File: src/rtl/scan_disp_pkg.sv
package scan_disp_pkg;

  localparam int SEG_W = 7;
  localparam int NIB_W = 4;

  // Segment image for one BCD code; bit 0 = a ... bit 6 = g, 1 = lit.
  function automatic logic [SEG_W-1:0] bcd_to_seg(input logic [NIB_W-1:0] code);
    logic [SEG_W-1:0] s;
    case (code)
      4'd0: s = 7'b0111111;
      4'd1: s = 7'b0000110;
      4'd2: s = 7'b1011011;
      4'd3: s = 7'b1001111;
      4'd4: s = 7'b1100110;
      4'd5: s = 7'b1101101;
      4'd6: s = 7'b1111101;
      4'd7: s = 7'b0000111;
      4'd8: s = 7'b1111111;
      4'd9: s = 7'b1101111;
      default: s = '0;
    endcase
    return s;
  endfunction

endpackage

File: src/rtl/scan_sequencer.sv
module scan_sequencer #(
  parameter int NUM_DIGITS   = 6,
  parameter int BLANK_CYCLES = 3
) (
  input  logic                  clk,
  input  logic                  rst,
  input  logic                  scan_tick,
  input  logic                  scan_park_n,
  output logic [NUM_DIGITS-1:0] pos_oh,     // bit 0 = MSD position
  output logic                  blanking,
  output logic                  parked
);
  localparam int JW = NUM_DIGITS / 2;
  localparam int CW = $clog2(BLANK_CYCLES + 1);

  logic [JW-1:0] jc_q;
  logic [CW-1:0] blank_q;
  logic          park_q;

  always_ff @(posedge clk) begin
    if (rst) begin
      jc_q    <= '0;
      blank_q <= '0;
      park_q  <= 1'b0;
    end else if (!scan_park_n) begin
      jc_q    <= '0;
      blank_q <= '0;
      park_q  <= 1'b1;
    end else begin
      park_q <= 1'b0;
      if (scan_tick) begin
        jc_q    <= {jc_q[JW-2:0], ~jc_q[JW-1]};
        blank_q <= CW'(BLANK_CYCLES);
      end else if (blank_q != '0) begin
        blank_q <= blank_q - 1'b1;
      end
    end
  end

  // Two-bit decode of each Johnson state into a position.
  genvar k;
  generate
    for (k = 0; k < NUM_DIGITS; k++) begin : g_dec
      if (k == 0) begin : g_first
        assign pos_oh[k] = ~jc_q[JW-1] & ~jc_q[0];
      end else if (k < JW) begin : g_rise
        assign pos_oh[k] = jc_q[k-1] & ~jc_q[k];
      end else if (k == JW) begin : g_full
        assign pos_oh[k] = jc_q[JW-1] & jc_q[0];
      end else begin : g_fall
        assign pos_oh[k] = ~jc_q[k-JW-1] & jc_q[k-JW];
      end
    end
  endgenerate

  assign blanking = (blank_q != '0);
  assign parked   = park_q;

  assert_pos_onehot_R2: assert property (@(posedge clk) disable iff (rst)
    $onehot(pos_oh));

  assert_tick_moves_R2: assert property (@(posedge clk) disable iff (rst)
    (scan_tick && scan_park_n) |=> !$stable(pos_oh));

  assert_no_tick_still_R2: assert property (@(posedge clk) disable iff (rst)
    (!scan_tick && scan_park_n) |=> $stable(pos_oh));

  assert_park_msd_R3: assert property (@(posedge clk) disable iff (rst)
    !scan_park_n |=> (pos_oh[0] && !blanking && parked));

  assert_tick_blanks_R4: assert property (@(posedge clk) disable iff (rst)
    (scan_tick && scan_park_n) |=> blanking);

endmodule

File: src/rtl/display_latch.sv
module display_latch #(
  parameter int WIDTH = 24
) (
  input  logic             clk,
  input  logic             rst,
  input  logic             store,
  input  logic [WIDTH-1:0] din,
  output logic [WIDTH-1:0] dout
);
  always_ff @(posedge clk) begin
    if (rst)         dout <= '0;
    else if (!store) dout <= din;
  end

  assert_store_holds_R6: assert property (@(posedge clk) disable iff (rst)
    store |=> $stable(dout));

  assert_follow_R6: assert property (@(posedge clk) disable iff (rst)
    !store |=> (dout == $past(din)));

endmodule

File: src/rtl/digit_encoder.sv
module digit_encoder
  import scan_disp_pkg::*;
#(
  parameter int NUM_DIGITS = 6
) (
  input  logic                      clk,
  input  logic                      rst,
  input  logic [4*NUM_DIGITS-1:0]   digits,
  input  logic [NUM_DIGITS-1:0]     pos_oh,
  input  logic                      blanking,
  input  logic                      parked,
  input  logic                      lzb_off,
  output logic [NIB_W-1:0]          bcd_out,
  output logic [SEG_W-1:0]          seg_out,
  output logic [NUM_DIGITS-1:0]     strobe_out
);
  // Position p (0 = MSD) holds digit NUM_DIGITS-1-p.
  logic [NIB_W-1:0]      pos_val [NUM_DIGITS];
  logic [NUM_DIGITS-2:0] zero_above;
  logic [NUM_DIGITS-1:0] strobe_nxt;
  logic [NIB_W-1:0]      sel_val;
  logic                  lz_hit;
  logic                  dark;

  genvar p;
  generate
    for (p = 0; p < NUM_DIGITS; p++) begin : g_pos
      assign pos_val[p] = digits[4*(NUM_DIGITS-1-p) +: 4];
      assign strobe_nxt[NUM_DIGITS-1-p] = pos_oh[p] & ~blanking;
    end
    for (p = 0; p < NUM_DIGITS-1; p++) begin : g_zero
      if (p == 0) begin : g_top
        assign zero_above[p] = (pos_val[p] == '0);
      end else begin : g_chain
        assign zero_above[p] = zero_above[p-1] & (pos_val[p] == '0);
      end
    end
  endgenerate

  always_comb begin
    sel_val = '0;
    for (int i = 0; i < NUM_DIGITS; i++) begin
      if (pos_oh[i]) sel_val = pos_val[i];
    end
  end

  assign lz_hit = ~lzb_off & (|(pos_oh[NUM_DIGITS-2:0] & zero_above));
  assign dark   = blanking | parked | lz_hit;

  always_ff @(posedge clk) begin
    if (rst) begin
      bcd_out    <= '0;
      seg_out    <= '0;
      strobe_out <= '0;
    end else begin
      bcd_out    <= sel_val;
      seg_out    <= dark ? '0 : bcd_to_seg(sel_val);
      strobe_out <= strobe_nxt;
    end
  end

  assert_strobe_onehot0_R2: assert property (@(posedge clk) disable iff (rst)
    $onehot0(strobe_out));

  assert_blank_dark_R4: assert property (@(posedge clk) disable iff (rst)
    blanking |=> (strobe_out == '0 && seg_out == '0));

  assert_park_dark_R3: assert property (@(posedge clk) disable iff (rst)
    parked |=> (seg_out == '0 && strobe_out[NUM_DIGITS-1]));

  assert_lz_keeps_strobe_R8: assert property (@(posedge clk) disable iff (rst)
    !blanking |=> (strobe_out != '0));

  assert_bad_code_dark_R7: assert property (@(posedge clk) disable iff (rst)
    (seg_out != '0) |-> (bcd_out <= 4'd9));

  assert_lsd_shows_R8: assert property (@(posedge clk) disable iff (rst)
    (pos_oh[NUM_DIGITS-1] && !blanking && !parked && sel_val == '0) |=> (seg_out != '0));

endmodule

File: src/rtl/mux_display_scanner.sv
module mux_display_scanner
  import scan_disp_pkg::*;
#(
  parameter int NUM_DIGITS   = 6,
  parameter int BLANK_CYCLES = 3
) (
  input  logic                    clk,
  input  logic                    rst,
  input  logic                    scan_tick,
  input  logic                    scan_park_n,
  input  logic                    store,
  input  logic                    lzb_off,
  input  logic [4*NUM_DIGITS-1:0] count_value,
  output logic [3:0]              bcd_out,
  output logic [6:0]              seg_out,
  output logic [NUM_DIGITS-1:0]   strobe_out
);
  localparam int DW = 4 * NUM_DIGITS;

  logic [DW-1:0]         latch_q;
  logic [NUM_DIGITS-1:0] pos_oh;
  logic                  blanking;
  logic                  parked;

  display_latch #(.WIDTH(DW)) u_latch (
    .clk   (clk),
    .rst   (rst),
    .store (store),
    .din   (count_value),
    .dout  (latch_q)
  );

  scan_sequencer #(.NUM_DIGITS(NUM_DIGITS), .BLANK_CYCLES(BLANK_CYCLES)) u_seq (
    .clk         (clk),
    .rst         (rst),
    .scan_tick   (scan_tick),
    .scan_park_n (scan_park_n),
    .pos_oh      (pos_oh),
    .blanking    (blanking),
    .parked      (parked)
  );

  digit_encoder #(.NUM_DIGITS(NUM_DIGITS)) u_enc (
    .clk        (clk),
    .rst        (rst),
    .digits     (latch_q),
    .pos_oh     (pos_oh),
    .blanking   (blanking),
    .parked     (parked),
    .lzb_off    (lzb_off),
    .bcd_out    (bcd_out),
    .seg_out    (seg_out),
    .strobe_out (strobe_out)
  );

  assert_reset_quiet_R1: assert property (@(posedge clk)
    rst |=> (bcd_out == '0 && seg_out == '0 && strobe_out == '0));

endmodule

File: config.mk
export PLATFORM = sky130hd
export DESIGN_NAME = mux_display_scanner
export DESIGN_NICKNAME = d
export VERILOG_FILES = /design/src/rtl/scan_disp_pkg.sv /design/src/rtl/scan_sequencer.sv /design/src/rtl/display_latch.sv /design/src/rtl/digit_encoder.sv /design/src/rtl/mux_display_scanner.sv
export SDC_FILE = /design/constraint.sdc
export NUM_CORES = 1
export LEC_CHECK = 0
export BUFFER_PORTS_ARGS = -buffer_cell sky130_fd_sc_hd__buf_2
export CORE_MARGIN = 2
export CORE_UTILIZATION = 40
export CTS_CLUSTER_SIZE = 28
export DETAILED_ROUTE_END_ITERATION = 8
export GPL_TIMING_DRIVEN = 0
export HOLD_SLACK_MARGIN = 0.1
export PLACE_DENSITY = 0.6
export SYNTH_ARGS = -nofsm -noshare
export SYNTH_HDL_FRONTEND = slang
export SYNTH_SLANG_ARGS = --single-unit
File: constraint.sdc
create_clock -name clk -period 4.95 [get_ports clk]
set_input_delay 0.99 -clock clk [delete_from_list [all_inputs] [get_ports clk]]
set_output_delay 0.99 -clock clk [all_outputs]
set_load 0.05 [all_outputs]
==> impl_metrics.toml <==
[clock_tree]
clk_path_buf_depth = 2
clock_latency_ns = 0.30
htree_levels = 2
clk_pin_slew_worst_paths_ns = 0.08
clkSinkCount = 47
cts_tree = "built"
numCtsBuffers = 5
cts_setup_buffers = 0
cts_resized = 0
cts_hold_buf = 0
root_buffer = "clkbuf_8"

[detailed_routing]
vias = 1617
wl_met2_um = 1800
antenna_left = 0
drtIter0Drc = 44
met3_length_um = 227
viasPerCell = 4.94
routed.top_layer = "met4"
wl_per_cell_um = 12.9
route.detailed.drc = 0
drt-total-wl_um = 4210
drtPass1Iterations = 4
drt-met1-wl_um = 2150

[synth]
syn_area_per_cell_um2 = 9.55
yosysWarnings = 0
synth_nets = 246
synthSimpleGateAreaFrac_pct = 16.7
synth-adder-area-share_pct = 4.39
ys_ff_latch = 47
synth_top_family_by_area = "simple AND/OR/NAND/NOR gates"
ys_seq_area_share_pct = 47.1
synth_flop_cell = "dfxtp_1"
syn_inst = 209
synth_edf_count = 0
synth_area_um2 = 2000
synth_xor_area_share_pct = 0.439
synthMuxAreaShare_pct = 14.6
synth_cell_types = 39
synth_compound_area_share_pct = 12.5
synthArstFlopShare_pct = 0

[global_route]
grt_max_degree = 14
grt_pass1_wl_um = 6960
grt.overflow.total = 0
antenna_found_initial = 0
grt_pass1_vias = 1458
grt_util_all_layers_pct = 16.3

[pwr]
internal_power_mw = 0.558
pwr-share-seq_pct = 53.6
clkPwrFrac_pct = 29.5
power.switching_mw = 0.211
switching_share_pct = 27.4
total_power_mw = 0.769
ir_drop_mv = 0.151
powerDensity_nw_per_um2 = 322
combPwrFrac_pct = 16.9
p_leak_nw = 1.12

[worst_hold_path]
hold_depth = 2
min_from = "u_latch.dout[0]"
hp-class = "flip-flop to flip-flop"
holdPathEnd = "u_latch.dout[0]"

[cells_and_area]
nets = 297
final_common_cell = "buf_2"
area_growth_pct = 19.6
diodes = 0
drive_gt1_share_pct = 23.8
layout_common_cells = "buf_2, dfxtp_1, nor2_1"

[timing]
tightestPinTransition_ns = 0.567
final_hold_viol_count = 0
skew_ns = 0.00496
finalHoldWorstSlack_ns = 0.516
setup_viol = 0
fmax_ghz = 0.404
rsz0062_at_grt = "no"
slew_headroom_pct = 62.1
finalCritPeriodShare_pct = 50.0
fin_setup_tns_ns = 0
period_needed_ns = 2.48
maxSlewViolCount = 0

[setup_path]
worstSetupPathType = "flip-flop to flip-flop"
slowest_stage = "dfxtp_1"
cp_cell_sequence = "buf_4 > inv_2 > o31a_1 > a311oi_1 > a21o_1 > inv_1 > ha_1 > or3_1 > a31oi_1"
rr_endpoint = "u_enc.seg_out[6]"
rrSetupSlack_ns = 2.47
cp-start-kind = "flip-flop"
r2r-start = "u_seq.jc_q[0]"
critPathMaxFanout = 10
max_stage_delay_ns = 0.43
path_delay_family = "compound AO/OA/AOI/OAI gates"
cp-end-kind = "flip-flop"
cp.arrival_ns = 2.70
path_buf_inv = 3
reg2reg_depth = 9
cp.required_ns = 5.17

[outcome]
status = "finished, final reports clean"

[floorplan]
start_util_pct = 42.0
io_pins = 47
row_count = 25
core_um2 = 4750
fp.dieArea_um2 = 5570
die_y_um = 74.6
die_w_um = 74.6

[place]
post-dp-hpwl_um = 3250
port_buffers = 44
place.gp.congestion = 0.759

[flow_run]
drv_cap = 0
## cell usage after synthesis, types with 3 or more instances
| library cell | count | area (um2) |
|---|---|---|
| a211oi_1 | 3 | 22.5 |
| a21oi_1 | 3 | 15.0 |
| a31oi_1 | 4 | 25.0 |
| and2_1 | 5 | 31.3 |
| buf_2 | 7 | 35.0 |
| clkbuf_1 | 3 | 11.3 |
| dfxtp_1 | 47 | 941 |
| ha_1 | 7 | 87.6 |
| inv_1 | 5 | 18.8 |
| mux2i_1 | 28 | 280 |
| nand2b_1 | 6 | 37.5 |
| nand3_1 | 3 | 15.0 |
| nor2_1 | 42 | 158 |
| nor3_1 | 5 | 25.0 |
| o211ai_1 | 3 | 22.5 |
| o21ai_0 | 5 | 25.0 |
| or3_1 | 3 | 18.8 |
## state kept, by name, indices dropped and copies added (netlist names)
| signal | cells |
|---|---|
| u_enc.bcd_out | 4 |
| u_enc.seg_out | 7 |
| u_enc.strobe_out | 6 |
| u_latch.dout | 24 |
| u_seq.blank_q | 2 |
| u_seq.jc_q | 3 |
| u_seq.parked | 1 |
## power by group through the flow
stage | clock network, mW | registers [mW] | logic, mW
after detailed placement | 0 | 0.421 | 0.130
after global routing | 0.252 | 0.415 | 0.144
final | 0.227 | 0.412 | 0.130
after global placement | 0 | 0.420 | 0.130
after floorplan | 0 | 0.447 | 0.0682
after CTS | 0.236 | 0.412 | 0.131
## layout make-up
class	count	area (um2)
repair buffers	44	220
clock buffers	6	82.6
plain buffers	12	57.6
well taps	67	83.8
multi-input cells	143	971
inverters	7	26.3
fillers	491	2370
flip-flops and latches	47	941
clock inverters	1	5.00
## layer usage
layer | global-route usage (%) | up-vias
met5 | 0 | -
met4 | 4.76 | 0
met3 | 3.88 | 4
met2 | 23.8 | 51
met1 | 24.1 | 731
li1 | - | 831
## stage by stage
| stage | worst slack [ns] | instance area, um2 | util, % | instances |
|---|---|---|---|---|
| detailed placement | 2.52 | 2300 | 48.4 | 320 |
| CTS | 2.50 | 2390 | 50.2 | 327 |
| finish | 2.47 | 2390 | 50.2 | 327 |
| global route | 2.28 | 2390 | 50.2 | 327 |
| global placement | 2.52 | 2300 | 48.4 | 320 |
| floorplan | 2.81 | 2000 | - | 209 |
## cell families after synthesis
logic type | Yosys count
AO/OA/AOI/OAI | 34
XOR/XNOR | 1
adder cells (fa/ha/maj) | 7
buffers and inverters | 19
flip-flops | 47
multiplexers | 29
AND/OR/NAND/NOR | 72
## worst register-to-register path, cell delays in order, from the launching register on
cell,delay (ns)
dfxtp_1,0.43
buf_4,0.21
inv_2,0.10
o31a_1,0.27
a311oi_1,0.28
a21o_1,0.25
inv_1,0.10
ha_1,0.19
or3_1,0.39
a31oi_1,0.17
## how the worst max path moves through the flow
stage / end / from / depth (start not counted) / slack (ns)
3_3_place_gp: u_enc.seg_out[6] / u_seq.jc_q[0] / 9 / 2.52
4_1_cts: u_enc.seg_out[6] / u_seq.jc_q[0] / 9 / 2.50
5_1_grt: u_enc.seg_out[6] / u_seq.jc_q[0] / 9 / 2.28
6_report: u_enc.seg_out[6] / u_seq.jc_q[0] / 9 / 2.47
2_1_floorplan: u_enc.seg_out[5] / u_seq.jc_q[0] / 9 / 2.81
3_5_place_dp: u_enc.seg_out[6] / u_seq.jc_q[0] / 9 / 2.52
(Power assumes the default switching activity.)
